<file path="src/rtl/dsc_pkg.sv">
// Package: shared types and status bit positions for the DMA count/status block.
// Assumes: status bits are indexed from the bottom of the status byte.
package dsc_pkg;
    typedef enum logic [1:0] {
        SZ_BYTE = 2'b00,
        SZ_WORD = 2'b01,
        SZ_LONG = 2'b10,
        SZ_LINE = 2'b11
    } xfer_size_e;

    localparam int ST_DONE   = 0;
    localparam int ST_BUSY   = 1;
    localparam int ST_CFGERR = 2;
endpackage

</file>
<file path="src/rtl/dsc_size_step.sv">
// Module: turns an access size code into its byte step and flags a count that
// is not a whole number of steps.
// Assumes: CNT_W >= 5 so a 16-byte step fits.
module dsc_size_step #(
    parameter int CNT_W = 24
) (
    input  logic [1:0]       size,
    input  logic [CNT_W-1:0] count,
    output logic [CNT_W-1:0] step,
    output logic             misaligned
);
    import dsc_pkg::*;

    // Map the size code onto its step in bytes.
    always_comb begin
        case (xfer_size_e'(size))
            SZ_BYTE: step = CNT_W'(1);
            SZ_WORD: step = CNT_W'(2);
            SZ_LONG: step = CNT_W'(4);
            default: step = CNT_W'(16);
        endcase
    end

    // Any set bit below the step's power of two means a partial last access.
    always_comb misaligned = |(count & (step - CNT_W'(1)));
endmodule

</file>
<file path="src/rtl/dsc_counter.sv">
// Module: remaining-byte counter. Loads from the CPU and steps down on
// qualified write completions, stopping at zero.
// Assumes: load and dec_en are never high together (the top gives load priority).
module dsc_counter #(
    parameter int CNT_W = 24
) (
    input  logic             clk,
    input  logic             rst_n,
    input  logic             load,
    input  logic [CNT_W-1:0] load_val,
    input  logic             dec_en,
    input  logic [CNT_W-1:0] step,
    output logic [CNT_W-1:0] count,
    output logic             last_beat
);
    // A qualified completion that empties the count ends the block.
    always_comb last_beat = dec_en && (count <= step);

    // Count register: CPU load first, then a decrement that stops at zero.
    always_ff @(posedge clk) begin
        if (!rst_n)
            count <= '0;
        else if (load)
            count <= load_val;
        else if (dec_en)
            count <= (count <= step) ? '0 : count - step;
    end

    assert_dec_step_R3: assert property (@(posedge clk) disable iff (!rst_n)
        (dec_en && !load && count > step) |=> (count == $past(count) - $past(step)));

    assert_hold_idle_R10: assert property (@(posedge clk) disable iff (!rst_n)
        (!dec_en && !load) |=> $stable(count));

    assert_zero_at_last_R4: assert property (@(posedge clk) disable iff (!rst_n)
        (last_beat && !load) |=> (count == '0));
endmodule

</file>
<file path="src/rtl/dsc_status.sv">
// Module: channel status flags (done, busy, configuration error) and the access
// size captured at an accepted start.
// Assumes: cpu_wr wins over start and last_beat in the same cycle; last_beat is
// only high while busy.
module dsc_status (
    input  logic       clk,
    input  logic       rst_n,
    input  logic       cpu_wr,
    input  logic       cpu_clr,
    input  logic       start,
    input  logic [1:0] size_in,
    input  logic       count_zero,
    input  logic       misaligned,
    input  logic       last_beat,
    output logic       done_q,
    output logic       busy_q,
    output logic       cfg_err_q,
    output logic [1:0] size_q
);
    logic start_ok;

    // A start counts only when the channel is idle and no CPU write competes.
    always_comb start_ok = start && !cpu_wr && !busy_q;

    // Status flags: CPU clear, then start outcome, then end of block.
    always_ff @(posedge clk) begin
        if (!rst_n) begin
            done_q    <= 1'b0;
            busy_q    <= 1'b0;
            cfg_err_q <= 1'b0;
        end else if (cpu_wr) begin
            if (cpu_clr) begin
                done_q    <= 1'b0;
                busy_q    <= 1'b0;
                cfg_err_q <= 1'b0;
            end
        end else if (start_ok) begin
            if (count_zero) begin
                done_q    <= 1'b1;
                cfg_err_q <= 1'b0;
            end else if (misaligned) begin
                done_q    <= 1'b0;
                cfg_err_q <= 1'b1;
            end else begin
                done_q    <= 1'b0;
                cfg_err_q <= 1'b0;
                busy_q    <= 1'b1;
            end
        end else if (last_beat) begin
            busy_q <= 1'b0;
            done_q <= 1'b1;
        end
    end

    // Size capture: holds the step size for the whole active block.
    always_ff @(posedge clk) begin
        if (!rst_n)
            size_q <= 2'b00;
        else if (start_ok && !count_zero && !misaligned)
            size_q <= size_in;
    end

    assert_busy_done_excl_R4: assert property (@(posedge clk) disable iff (!rst_n)
        !(busy_q && done_q));

    assert_done_after_last_R4: assert property (@(posedge clk) disable iff (!rst_n)
        (last_beat && !cpu_wr) |=> (done_q && !busy_q));

    assert_err_blocks_busy_R5: assert property (@(posedge clk) disable iff (!rst_n)
        cfg_err_q |-> !busy_q);

    assert_clear_all_R7: assert property (@(posedge clk) disable iff (!rst_n)
        (cpu_wr && cpu_clr) |=> (!done_q && !busy_q && !cfg_err_q));

    assert_keep_status_R7: assert property (@(posedge clk) disable iff (!rst_n)
        (cpu_wr && !cpu_clr) |=> ($stable(done_q) && $stable(busy_q) && $stable(cfg_err_q)));

    assert_start_ignored_R9: assert property (@(posedge clk) disable iff (!rst_n)
        (busy_q && start && !cpu_wr && !last_beat) |=> (busy_q && $stable(size_q)));
endmodule

</file>
<file path="src/rtl/dma_count_status.sv">
// Module: top of the per-channel byte count and status logic. Packs the status
// byte above the count into one CPU-visible word and joins the counter, size
// check and status flags.
// Assumes: wr_addr_done is a one-cycle pulse per completed write address phase.
module dma_count_status #(
    parameter  int CNT_W  = 24,
    parameter  int STAT_W = 8,
    localparam int REG_W  = CNT_W + STAT_W
) (
    input  logic             clk,
    input  logic             rst_n,
    input  logic             reg_wr,
    input  logic [REG_W-1:0] reg_wdata,
    output logic [REG_W-1:0] reg_rdata,
    input  logic             start,
    input  logic [1:0]       xfer_size,
    input  logic             wr_addr_done,
    output logic             xfer_en,
    output logic             done,
    output logic             cfg_err
);
    import dsc_pkg::*;

    localparam int DONE_BIT = CNT_W + ST_DONE;

    logic [CNT_W-1:0] count;
    logic [CNT_W-1:0] start_step;
    logic [CNT_W-1:0] run_step;
    logic             start_misaligned;
    logic             run_misaligned;
    logic             dec_en;
    logic             last_beat;
    logic             busy;
    logic [1:0]       size_q;
    logic [STAT_W-1:0] status;

    // Decrements only while busy and never in a CPU write cycle.
    always_comb dec_en = busy && wr_addr_done && !reg_wr;

    // Size check against the requested size, used at start.
    dsc_size_step #(.CNT_W(CNT_W)) i_start_chk (
        .size       (xfer_size),
        .count      (count),
        .step       (start_step),
        .misaligned (start_misaligned)
    );

    // Step for the size captured at start, used while running.
    dsc_size_step #(.CNT_W(CNT_W)) i_run_step (
        .size       (size_q),
        .count      (count),
        .step       (run_step),
        .misaligned (run_misaligned)
    );

    dsc_counter #(.CNT_W(CNT_W)) i_counter (
        .clk       (clk),
        .rst_n     (rst_n),
        .load      (reg_wr),
        .load_val  (reg_wdata[CNT_W-1:0]),
        .dec_en    (dec_en),
        .step      (run_step),
        .count     (count),
        .last_beat (last_beat)
    );

    dsc_status i_status (
        .clk        (clk),
        .rst_n      (rst_n),
        .cpu_wr     (reg_wr),
        .cpu_clr    (reg_wdata[DONE_BIT]),
        .start      (start),
        .size_in    (xfer_size),
        .count_zero (count == '0),
        .misaligned (start_misaligned),
        .last_beat  (last_beat),
        .done_q     (done),
        .busy_q     (busy),
        .cfg_err_q  (cfg_err),
        .size_q     (size_q)
    );

    // Status byte layout: flags at the bottom, unused upper bits read zero.
    always_comb begin
        status            = '0;
        status[ST_DONE]   = done;
        status[ST_BUSY]   = busy;
        status[ST_CFGERR] = cfg_err;
    end

    // Read word and transfer enable.
    always_comb reg_rdata = {status, count};
    always_comb xfer_en   = busy;

    assert_err_no_xfer_R5: assert property (@(posedge clk) disable iff (!rst_n)
        cfg_err |-> !xfer_en);

    assert_zero_start_R6: assert property (@(posedge clk) disable iff (!rst_n)
        (start && !busy && !reg_wr && count == '0) |=> (done && !xfer_en));

    assert_run_aligned_R3: assert property (@(posedge clk) disable iff (!rst_n)
        (busy && $rose(busy)) |-> !run_misaligned);
endmodule

</file>
<file path="config.mk">
export PLATFORM = sky130hd
export DESIGN_NAME = dma_count_status
export DESIGN_NICKNAME = d
export VERILOG_FILES = /design/src/rtl/dsc_pkg.sv /design/src/rtl/dsc_size_step.sv /design/src/rtl/dsc_counter.sv /design/src/rtl/dsc_status.sv /design/src/rtl/dma_count_status.sv
export SDC_FILE = /design/constraint.sdc
export NUM_CORES = 1
export LEC_CHECK = 0
export ABC_AREA = 1
export BUFFER_PORTS_ARGS = -buffer_cell sky130_fd_sc_hd__buf_2
export CORE_MARGIN = 2
export CORE_UTILIZATION = 55
export DETAILED_ROUTE_END_ITERATION = 8
export MAX_ROUTING_LAYER = met4
export PLACE_DENSITY = 0.9
export SLEW_MARGIN = 20
export SYNTH_ARGS = -nofsm -noshare
export SYNTH_HDL_FRONTEND = slang
export SYNTH_HIERARCHICAL = 1
export SYNTH_SLANG_ARGS = --single-unit
</file>
<file path="constraint.sdc">
create_clock -name clk -period 3 [get_ports clk]
set_input_delay 0.6 -clock clk [delete_from_list [all_inputs] [get_ports clk]]
set_output_delay 0.6 -clock clk [all_outputs]
set_load 0.02 [all_outputs]
</file>
==> out/qor_table.md, run 1 <==
| Stage | Parameter | Value |
| --- | --- | --- |
| layout | Number of diodes added for antenna fixing | 0 |
| job | Total of max-cap violations | 0 |
| timing | # setup viols final | 0 |
| drt | Number of iterations in the first detailed-routing pass | 7 |
| timing | Final worst-path setup slack | 0.532 ns |
| timing | Minimum hold slack | 0.469 ns |
| timing | Maximum clock frequency | 405 MHz |
| power | Maximum resistive drop on vdd | 0.244 mV |
| setup path | Capturing point of the worst reg2reg path | i_status/done_q$_SDFFE_PN0P_ |
| drt | DR vias/cell | 4.91 |
| hold path | Origin of the worst min-delay path | i_status/done_q$_SDFFE_PN0P_ |
| hold path | Worst min-delay path category | reg -> reg |
| hold path | Worst Hold Endpoint | i_status/done_q$_SDFFE_PN0P_ |
| timing | Actual slew at the worst max-slew pin | 0.928 ns |
| clock tree | Number of buffers created by CTS | 5 |
| clock tree | Number of clock sinks seen by CTS | 29 |
| global route | Congestion Overflow GR | 0 |
| clock tree | Hold Buf Count CTS | 0 |
| clock tree | Root buffer cell | clkbuf_8 |
| floorplanning | Initial cell density of the core | 56.0% |
| layout | Layout Area Growth over Synthesis | 8.84% |
| layout | Utilization after layout | 61.0% |
| timing | RSZ-0062 raised after global routing | false |
| timing | Final hold violations | 0 |
| setup path | Worst flop-to-flop path startpoint | i_status/size_q[1]$_SDFFE_PN0P_ |
| placed design | Quantity of I/O buffers inserted on ports | 61 |
| global route | Vias in the first global route | 3,431 |
| synth | Mapped cell area | 3760 µm² |
| floorplanning | CORE AREA | 6720 µm² |
| clock tree | Count of buffers added by post-CTS timing repair for setup | 0 |
| clock tree | CTS tree | yes |
| timing | Setup tns final | 0 ns |
| global route | Gr usage total | 27.2% |
| floorplanning | Die Span X | 86.7 µm |
| setup path | Data required time of the worst path | 3.21 ns |
| setup path | Worst reg-to-reg path cell count | 15 |
| placed design | Worst setup slack before clock tree synthesis | 0.576 ns |
| clock tree | CTS clock-pin slew for the worst setup and hold paths | 0.06 ns |
| global route | Global-route wire length before repair | 15,700 µm |
| setup path | Largest fanout on the critical path | 5 |
| timing | Share of the clock period used by the worst path | 82.3% |
| layout | Filler Cells Inserted | 661 |
| layout | Non-Filler Instances | 797 |
| drt | Routed WL per cell | 12.4 µm |
| synth | Post-Synthesis Cells | 660 |
| placed design | Routability cong. | 0.954 |
| setup path | CP Capture Type | flop |
| placed design | Detail Placement HPWL | 8090 µm |
| synth | Post-synthesis average cell area | 5.70 µm² |
| timing | Final critical path time including I/O delays and setup | 2.47 ns |
| timing | Worst clock skew | 0.00550 ns |
| drt | Iteration-0 DRC count of the detailed router | 227 |
| layout | Share of cells above drive strength 1 | 16.7% |
| setup path | CP Data Arrival Time | 2.68 ns |
| global route | Largest net degree at the start of global routing | 32 |
| layout | Multi-input logic area | 2480 µm² |
| power | Leakage Power | 2.39 nW |
| placed design | Placed cells | 790 |
| floorplanning | Die Footprint | 7520 µm² |
| layout | Nets@finish | 783 |
| drt | Overall via count from detail_route | 3,914 |
| global route | Initial antenna violation count | 0 |
| clock tree | Maximum clock insertion buffer count | 2 |
| setup path | CP Launch Type | flop |
| clock tree | Gates resized, CTS repair | 0 |
| drt | Remaining number of nets flagged by the antenna check after routing | 0 |
| timing | Final Max Slew Viols | 0 |
| floorplanning | Total number of placement rows | 30 |
| hold path | Number of instances on the worst hold path | 2 |
| clock tree | Htree depth | 2 |
| drt | Total Routed Length | 9850 µm |
| synth | Number of warning messages in the yosys log | 6 |
| layout | Sequential cell area | 581 µm² |
| setup path | Minimum setup slack among reg-to-reg paths | 0.53 ns |
| clock tree | Clock latency at the later pin of the worst-skew pair | 0.28 ns |
| setup path | Crit Path Category | reg -> reg |
| outcome | Run status | finished clean |
| floorplanning | Number of top-level pins | 74 |
| timing | Max-slew headroom at the worst pin | 38.1% |
| drt | Post-detailed-route DRC marker count | 0 |
| power | PD cells | 330 nW/µm² |
| floorplanning | Die height | 86.7 µm |
-- worst max-delay path by stage --
stage,start,end,slack (ns),depth (start not counted)
floorplan,i_counter/count[0]$_SDFFE_PN0P_,i_counter/count[1]$_SDFFE_PN0P_,0.88,15
global placement,i_status/size_q[1]$_SDFFE_PN0P_,i_counter/count[22]$_SDFFE_PN0P_,0.66,14
detailed placement,i_status/size_q[1]$_SDFFE_PN0P_,i_counter/count[22]$_SDFFE_PN0P_,0.58,14
CTS,i_status/size_q[1]$_SDFFE_PN0P_,i_counter/count[22]$_SDFFE_PN0P_,0.54,14
global route,i_status/size_q[1]$_SDFFE_PN0P_,i_status/done_q$_SDFFE_PN0P_,0.32,15
finish,i_status/size_q[1]$_SDFFE_PN0P_,i_status/done_q$_SDFFE_PN0P_,0.53,15
-- registers in the layout, indices dropped and copies added, names as in the netlist --
register	cells
i_counter/count	24
i_status/busy_q	1
i_status/cfg_err_q	1
i_status/size_q	2
i_status/done_q	1
-- critical path, cell delays in order (launching register included) --
cell and delay [ns]:
dfxtp_1 0.35, nor2_1 0.14, ha_1 0.16, inv_1 0.09, fa_1 0.44, nand3_1 0.12, nand3_2 0.12, nand2_1 0.10
nand2_2 0.08, nand2_1 0.08, nand3_2 0.09, a21oi_1 0.20, nor2_1 0.08, nand2_1 0.14, nand3_1 0.08, a21oi_1 0.14
-- layer usage --
layer	routed length, µm	vias to the layer above	track usage [%]
met5	0	-	-
met2	4760	126	47.6
met1	4390	1707	31.9
met3	456	16	3.52
met4	242	0	9.38
li1	-	2065	-
-- through the flow --
step,cell area [µm²],power [W]
floorplan,3850,0.000890
global placement,4010,0.00100
detailed placement,4010,0.00102
CTS,4100,0.00135
global route,4100,0.00144
finish,4100,0.00135
-- power by group --
part           switching, W  total (W)  internal [W]  leakage [nW]
Sequential        0.0000351   0.000444      0.000409         0.239
Clock              0.000151   0.000333      0.000182        0.0443
Combinational      0.000375   0.000575      0.000200          2.10
-- placed cells by master (no fill, tap or decap), drive strengths merged --
cell type / instances
clkinv: 1
xor2: 11
conb: 25
buf: 64
nor2: 92
a22oi: 14
o21ai: 1
nand2: 217
o211ai: 1
nand4: 8
a21oi: 30
and2: 3
nor3: 3
dfxtp: 29
nand3b: 6
clkbuf: 7
a22o: 10
fa: 1
ha: 26
nand3: 30
inv: 138
-- cell type report --
class	count	area share, %
clock buffers	7	2.11
inverters	139	12.8
multi-input cells	478	60.5
flip-flops and latches	29	14.2
well taps	80	2.44
repair buffers	64	8.00
No activity file was read; power rests on OpenSTA's default activity.
==> inputs of run 2 (changes only) <==
==> constraint.sdc (replaced) <==
create_clock -name clk -period 2.58 [get_ports clk]
set_input_delay 0.516 -clock clk [delete_from_list [all_inputs] [get_ports clk]]
set_output_delay 0.516 -clock clk [all_outputs]
set_load 0.02 [all_outputs]
==> out/qor_table.md, run 2 (synthesis gave the netlist of run 1 again) <==
| Stage | Parameter | Value | Delta |
| --- | --- | --- | --- |
| outcome | Run status | finished clean |  |
| power | PD cells | 384 nW/µm² | +16% |
| power | Clock share of power | 24.6% | about the same |
| drt | Remaining number of nets flagged by the antenna check after routing | 0 | unchanged |
| setup path | Largest fanout on the critical path | 5 | unchanged |
| drt | Overall via count from detail_route | 4,016 | +2.6% |
| drt | Number of iterations in the first detailed-routing pass | 6 | -1 |
| global route | Global-route wire length before repair | 16,000 µm | +1.7% |
| floorplanning | CORE AREA | 6720 µm² | unchanged |
| layout | Number of diodes added for antenna fixing | 0 | unchanged |
| drt | Post-detailed-route DRC marker count | 0 | unchanged |
| setup path | CP Launch Type | flop |  |
| clock tree | Hold Buf Count CTS | 0 | unchanged |
| setup path | Data required time of the worst path | 2.75 ns | -0.46 ns |
| timing | Final Max Slew Viols | 0 | unchanged |
| layout | Share of cells above drive strength 1 | 17.1% | +0.37 points |
| global route | Vias in the first global route | 3,641 | +6.1% |
| setup path | Cell Chain, Critical Path | nor2_1 -> ha_1 -> inv_1 -> fa_2 -> nand3_1 -> nand3_2 -> nand2_1 -> nand2_2 -> nand2_1 -> nand3_2 -> a21oi_1 -> nor2_1 -> nand2_1 -> nand2_1 -> nand2_1 -> a21oi_1 |  |
| floorplanning | Initial cell density of the core | 56.0% | unchanged |
| job | Total of max-cap violations | 0 | unchanged |
| clock tree | CTS tree | yes |  |
| setup path | Critical path buffers and inverters | 1 | unchanged |
| global route | Gr usage total | 27.2% | about the same |
| layout | Leading cell type in the layout, fill and taps excluded | nand2_1 |  |
| setup path | Kind of cell adding the most delay to the critical path | simple AND/OR/NAND/NOR gates |  |
| setup path | Max stage delay on crit path | 0.39 ns | -0.05 ns |
| layout | Utilization after layout | 61.3% | +0.28 points |
| drt | Total Routed Length | 9760 µm | -0.89% |
| clock tree | Number of clock sinks seen by CTS | 29 | unchanged |
| floorplanning | Number of top-level pins | 74 | unchanged |
| power | Combinational power share | 42.8% | +0.3 points |
| placed design | Quantity of I/O buffers inserted on ports | 61 | unchanged |
| floorplanning | Die height | 86.7 µm | unchanged |
| layout | Top library cells by usage in the layout, fill and taps aside | nand2_1 (198), inv_1 (136), nor2_1 (78) |  |
| timing | Actual slew at the worst max-slew pin | 0.564 ns | -0.364 ns |
| layout | Filler Cells Inserted | 634 | -4.1% |
| timing | Share of the clock period used by the worst path | 93.9% | +12 points |
| timing | # setup viols final | 0 | unchanged |
| setup path | Crit Path Category | reg -> reg |  |
| placed design | Cell Area, Placed | 4030 µm² | +0.37% |
| hold path | Worst min-delay path category | reg -> reg |  |
| drt | Routed WL per cell | 12.2 µm | -1.1% |
| drt | DR vias/cell | 5.03 | +2.3% |
| clock tree | Htree depth | 2 | unchanged |
| clock tree | Number of buffers created by CTS | 5 | unchanged |
| layout | Nets@finish | 785 | +0.26% |
| clock tree | Root buffer cell | clkbuf_8 |  |
| layout | Max FFs per register | 24 | unchanged |
| floorplanning | Die Span X | 86.7 µm | unchanged |
| setup path | Slowest library cell on the worst path | fa_2 |  |
| layout | Register name with the most flops | i_counter/count |  |
| power | Maximum resistive drop on vdd | 0.194 mV | -21% |
| global route | Congestion Overflow GR | 0 | unchanged |
| setup path | CP Capture Type | flop |  |
| floorplanning | Total number of placement rows | 30 | unchanged |
| drt | Iteration-0 DRC count of the detailed router | 255 | +12% |
| layout | Largest registers in the final layout | i_counter/count x24, i_status/size_q x2 |  |
| clock tree | CTS clock-pin slew for the worst setup and hold paths | 0.06 ns | about the same |
| power | Int Power | 0.000923 W | +17% |
| power | Leakage Power | 2.40 nW | +0.40% |
| setup path | CP Data Arrival Time | 2.60 ns | -0.08 ns |
| timing | Setup tns final | 0 ns | unchanged |
| power | Switching part of the total | 41.6% | +0.066 points |
| setup path | Worst flop-to-flop path startpoint | i_status/size_q[1]$_SDFFE_PN0P_ |  |
| power | Switching power summed over all nets | 0.000657 W | +17% |
| timing | Max-slew headroom at the worst pin | 62.4% | +24 points |
| clock tree | Clock latency at the later pin of the worst-skew pair | 0.28 ns | about the same |
| setup path | Critical path origin | i_status/size_q[1]$_SDFFE_PN0P_ |  |
| timing | RSZ-0062 raised after global routing | false |  |
| global route | Largest net degree at the start of global routing | 32 | unchanged |
| timing | Minimum hold slack | 0.503 ns | +0.0339 ns |
| layout | Post-route cell area | 4120 µm² | +0.46% |
| setup path | Critical path's most frequent cell | nand2_1 |  |
| placed design | Detail Placement HPWL | 8060 µm | -0.42% |
| global route | Initial antenna violation count | 0 | unchanged |
| timing | Final hold violations | 0 | unchanged |
| clock tree | Count of buffers added by post-CTS timing repair for setup | 0 | unchanged |
| timing | Final critical path time including I/O delays and setup | 2.42 ns | -0.0464 ns |
| power | Sequential power share | 32.6% | -0.2 points |
| hold path | Origin of the worst min-delay path | i_status/busy_q$_SDFFE_PN0P_ |  |
| placed design | Routability cong. | 0.992 | +4.0% |
| timing | Worst clock skew | 0.00773 ns | +0.00222 ns |
| floorplanning | Die Footprint | 7520 µm² | unchanged |
| layout | Layout Area Growth over Synthesis | 9.34% |  |
| clock tree | Maximum clock insertion buffer count | 2 | unchanged |
| timing | Maximum clock frequency | 413 MHz | +1.9% |
-- run 2: final cells by class --
| type | instances | area (µm²) | share of cell area [%] |
|---|---|---|---|
| Sequential cell | 29 | 581 | 14.1 |
| Clock buffer | 7 | 86.3 | 2.10 |
| Timing Repair Buffer | 66 | 343 | 8.33 |
| Multi-Input combinational cell | 478 | 2480 | 60.3 |
| Inverter | 139 | 524 | 12.7 |
| Tap cell | 80 | 100 | 2.43 |
-- run 2: final timing paths --
| path | endpoint | slack, ns | cells after the start |
|---|---|---|---|
| max | i_status/done_q$_SDFFE_PN0P_ | 0.16 | 16 |
| min | i_status/busy_q$_SDFFE_PN0P_ | 0.50 | 2 |
| max reg2reg | i_status/done_q$_SDFFE_PN0P_ | 0.16 | 16 |
| min reg2reg | i_status/busy_q$_SDFFE_PN0P_ | 0.50 | 2 |
-- run 2: what timing repair did --
action	in CTS	in global routing
endpoints found under the hold margin	0	0
endpoints found under the setup margin	0	16
gates resized for setup	0	2
-- run 2: tightest hold or removal path, delay by kind of cell, from the launching register on --
kind / cells / cell delay (ns)
AOI/OAI and AO/OA: 1 / 0.06
buffers and inverters: 1 / 0.06
DFF: 1 / 0.34
-- run 2: per-layer routing --
metal | part of all wire, % | GRT usage (%) | wire length [µm] | up-vias
li1 | - | - | - | 2067
met2 | 51 | 47.9 | 4960 | 148
met1 | 43 | 31.7 | 4160 | 1788
met4 | 1.2 | 7.10 | 114 | 0
met5 | 0 | - | 0 | -
met3 | 5.4 | 4.86 | 526 | 13
-- run 2: power by group through the flow --
stage / Clock [W] / Combinational (W) / Sequential [W]
final: 0.000388 / 0.000676 / 0.000515
after global routing: 0.000406 / 0.000757 / 0.000518
after CTS: 0.000399 / 0.000666 / 0.000514
after detailed placement: 0 / 0.000661 / 0.000524
after global placement: 0 / 0.000638 / 0.000522
after floorplan: 0 / 0.000491 / 0.000543
-- run 2: metrics by stage --
stage          setup slack [ns]  power (W)  std cells
2_1_floorplan             0.462    0.00103        683
3_3_place_gp              0.265    0.00116        792
3_5_place_dp              0.142    0.00119        792
4_1_cts                  0.0926    0.00158        799
5_1_grt                  0.0389    0.00168        799
6_report                  0.158    0.00158        799
==> inputs of run 3 (changes only) <==
--- a/config.mk
+++ b/config.mk
@@ -5,13 +5,12 @@
 export SDC_FILE = /design/constraint.sdc
 export NUM_CORES = 1
 export LEC_CHECK = 0
-export ABC_AREA = 1
 export BUFFER_PORTS_ARGS = -buffer_cell sky130_fd_sc_hd__buf_2
 export CORE_MARGIN = 2
 export CORE_UTILIZATION = 55
 export DETAILED_ROUTE_END_ITERATION = 8
 export MAX_ROUTING_LAYER = met4
-export PLACE_DENSITY = 0.9
+export PLACE_DENSITY = 0.91
 export SLEW_MARGIN = 20
 export SYNTH_ARGS = -nofsm -noshare
 export SYNTH_HDL_FRONTEND = slang
==> out/qor_table.md, run 3 <==
| Stage | Parameter | Value | Delta |
| --- | --- | --- | --- |
| outcome | Run status | finished with violations |  |
| outcome | Violated checks | design-rule violations, negative setup slack |  |
| layout | Share of cells above drive strength 1 | 38.8% | +22 points |
| global route | Gr usage total | 31.8% | +4.7 points |
| global route | Congestion Overflow GR | 0 | unchanged |
| timing | Max-slew headroom at the worst pin | 63.9% | +1.5 points |
| floorplanning | Number of top-level pins | 74 | unchanged |
| floorplanning | Die Span X | 81.5 µm | -6.0% |
| setup path | Largest fanout on the critical path | 6 | +1 |
| floorplanning | CORE AREA | 5850 µm² | -13% |
| timing | RSZ-0062 raised after global routing | true |  |
| setup path | Worst flop-to-flop path startpoint | i_status/size_q[1]$_SDFFE_PN0P_ |  |
| power | Total design power | 0.00176 W | +12% |
| drt | Overall via count from detail_route | 4,207 | +4.8% |
| drt | Total Routed Length | 13,400 µm | +38% |
| setup path | Minimum setup slack among reg-to-reg paths | -0.14 ns | -0.29 ns |
| synth | Post-Synthesis Cells | 431 | -35% |
| synth | Number of warning messages in the yosys log | 6 | unchanged |
| layout | Top library cells by usage in the layout, fill and taps aside | buf_2 (61), buf_4 (59), inv_1 (37) |  |
| timing | # setup viols final | 22 | +22 |
| global route | Initial antenna violation count | 0 | unchanged |
| layout | Filler Cells Inserted | 334 | -47% |
| setup path | CP Capture Type | flop |  |
| timing | Share of the clock period used by the worst path | 105% | +11 points |
| clock tree | Htree depth | 2 | unchanged |
| global route | Global-route wire length before repair | 15,900 µm | -0.47% |
| floorplanning | Initial cell density of the core | 56.5% | +0.47 points |
| synth | Mapped cell area | 3310 µm² | -12% |
| power | PD cells | 392 nW/µm² | +2.2% |
| global route | Largest net degree at the start of global routing | 24 | -25% |
| clock tree | Root buffer cell | clkbuf_8 |  |
| floorplanning | Total number of placement rows | 28 | -6.7% |
| power | Maximum resistive drop on vdd | 0.258 mV | +33% |
| clock tree | Number of clock sinks seen by CTS | 29 | unchanged |
| timing | Minimum hold slack | 0.468 ns | -0.0350 ns |
| placed design | Detail Placement HPWL | 7820 µm | -2.9% |
| global route | Met2 usage in global routing | 52.4% | +4.5 points |
| layout | Number of diodes added for antenna fixing | 0 | unchanged |
| global route | Vias in the first global route | 3,327 | -8.6% |
| layout | Post-route cell area | 4500 µm² | +9.2% |
| timing | Final hold violations | 0 | unchanged |
| global route | Grt met3 use | 3.30% | -1.6 points |
| clock tree | CTS tree | yes |  |
| layout | Max FFs per register | 24 | unchanged |
| setup path | Crit Path Category | reg -> reg |  |
| clock tree | Number of buffers created by CTS | 5 | unchanged |
| setup path | Critical path origin | i_status/size_q[1]$_SDFFE_PN0P_ |  |
| setup path | CP Data Arrival Time | 2.88 ns | +0.28 ns |
| layout | Register name with the most flops | i_counter/count |  |
| timing | Final critical path time including I/O delays and setup | 2.72 ns | +0.294 ns |
| placed design | Quantity of I/O buffers inserted on ports | 61 | unchanged |
| placed design | Worst setup slack before clock tree synthesis | -0.0956 ns | -0.237 ns |
| drt | Number of iterations in the first detailed-routing pass | 9 | +3 |
| timing | Final worst-path setup slack | -0.135 ns | -0.294 ns |
| timing | Maximum clock frequency | 368 MHz | -11% |
| layout | Non-Filler Instances | 616 | -23% |
| drt | Iteration-0 DRC count of the detailed router | 700 | +170% |
| layout | Leading cell type in the layout, fill and taps excluded | buf_2 |  |
| layout | Nets@finish | 606 | -23% |
| timing | Actual slew at the worst max-slew pin | 0.540 ns | -0.0242 ns |
| placed design | Placed cells | 599 | -24% |
| job | Total of max-cap violations | 0 | unchanged |
| drt | DR vias/cell | 6.83 | +36% |
| timing | Final Max Slew Viols | 0 | unchanged |
| drt | Routed WL per cell | 21.8 µm | +79% |
| global route | Met1 Track Usage GR | 40.5% | +8.8 points |
| clock tree | Clock latency at the later pin of the worst-skew pair | 0.29 ns | about the same |
| placed design | Cell Area, Placed | 3950 µm² | -1.8% |
| timing | Worst clock skew | 0.00814 ns | +0.000408 ns |
| synth | Post-synthesis average cell area | 7.67 µm² | +34% |
| drt | Remaining number of nets flagged by the antenna check after routing | 0 | unchanged |
| global route | Most Used Layer, Global Route | met2 |  |
| layout | Layout Area Growth over Synthesis | 36.0% |  |
| clock tree | Maximum clock insertion buffer count | 2 | unchanged |
| drt | Post-detailed-route DRC marker count | 3 | +3 |
| layout | Largest registers in the final layout | i_counter/count x24, i_status/size_q x2 |  |
| hold path | Origin of the worst min-delay path | reg_wdata[1] |  |
| power | Leakage Power | 1.99 nW | -17% |
| clock tree | Hold Buf Count CTS | 0 | unchanged |
| floorplanning | Die height | 81.5 µm | -6.0% |
| clock tree | CTS clock-pin slew for the worst setup and hold paths | 0.08 ns | +0.02 ns |
| placed design | Routability cong. | 0.971 | -2.2% |
| setup path | CP Launch Type | flop |  |
| setup path | Data required time of the worst path | 2.74 ns | about the same |
| hold path | Worst min-delay path category | in -> reg |  |
| floorplanning | Die Footprint | 6650 µm² | -12% |
| layout | Multi-input logic area | 2730 µm² | +10% |
| layout | Sequential cell area | 598 µm² | +3.0% |
==> run 3: layer usage <==
metal,up-vias,part of all wire (%)
li1,1731,-
met5,-,0
met3,158,13
met4,0,8.7
met1,1873,36
met2,445,43
==> run 3: through the flow <==
step           setup TNS [ns]  utilization [%]
3_3_place_gp         -0.00321             67.6
5_1_grt                 -2.46             76.9
3_5_place_dp           -0.186             67.6
4_1_cts                     0             70.1
2_1_floorplan               0                -
6_report                -1.16             76.9
==> run 3: worst paths after layout <==
check | endpoint | depth (start not counted)
min | i_counter/count[1]$_SDFFE_PN0P_ | 3
min reg2reg | i_status/size_q[1]$_SDFFE_PN0P_ | 2
max reg2reg | i_counter/count[9]$_SDFFE_PN0P_ | 11
max | i_counter/count[9]$_SDFFE_PN0P_ | 11
==> run 3: final cells by class <==
class,instances,share of cell area [%]
flip-flops and latches,29,13.3
repair buffers,126,18.6
multi-input cells,338,60.7
clock buffers,5,1.53
well taps,75,2.09
clock inverters,3,0.390
inverters,40,3.34
==> run 3: timing repair <==
action / in CTS / in global routing
buffers inserted: 2 / 6
pin swaps: 5 / 8
setup endpoints to repair: 13 / 25
gates cloned: 0 / 1
resized for setup: 10 / 53
==> run 3: power by group <==
group / leakage, nW / total [W] / internal (W) / switching (W)
registers: 0.244 / 0.000505 / 0.000475 / 0.0000299
clock network: 0.0439 / 0.000399 / 0.000186 / 0.000213
logic: 1.70 / 0.000859 / 0.000359 / 0.000500
total: 1.99 / 0.00176 / 0.00102 / 0.000742
==> run 3: worst max-delay path, cell delays in order, from the launching register on <==
cell       delay (ns)
dfxtp_2          0.37
buf_6            0.10
nor2b_1          0.13
inv_1            0.06
ha_2             0.39
nand4_1          0.18
or4_4            0.47
and3b_1          0.21
o21a_4           0.15
clkbuf_16        0.17
a221oi_2         0.26
nor2_1           0.10
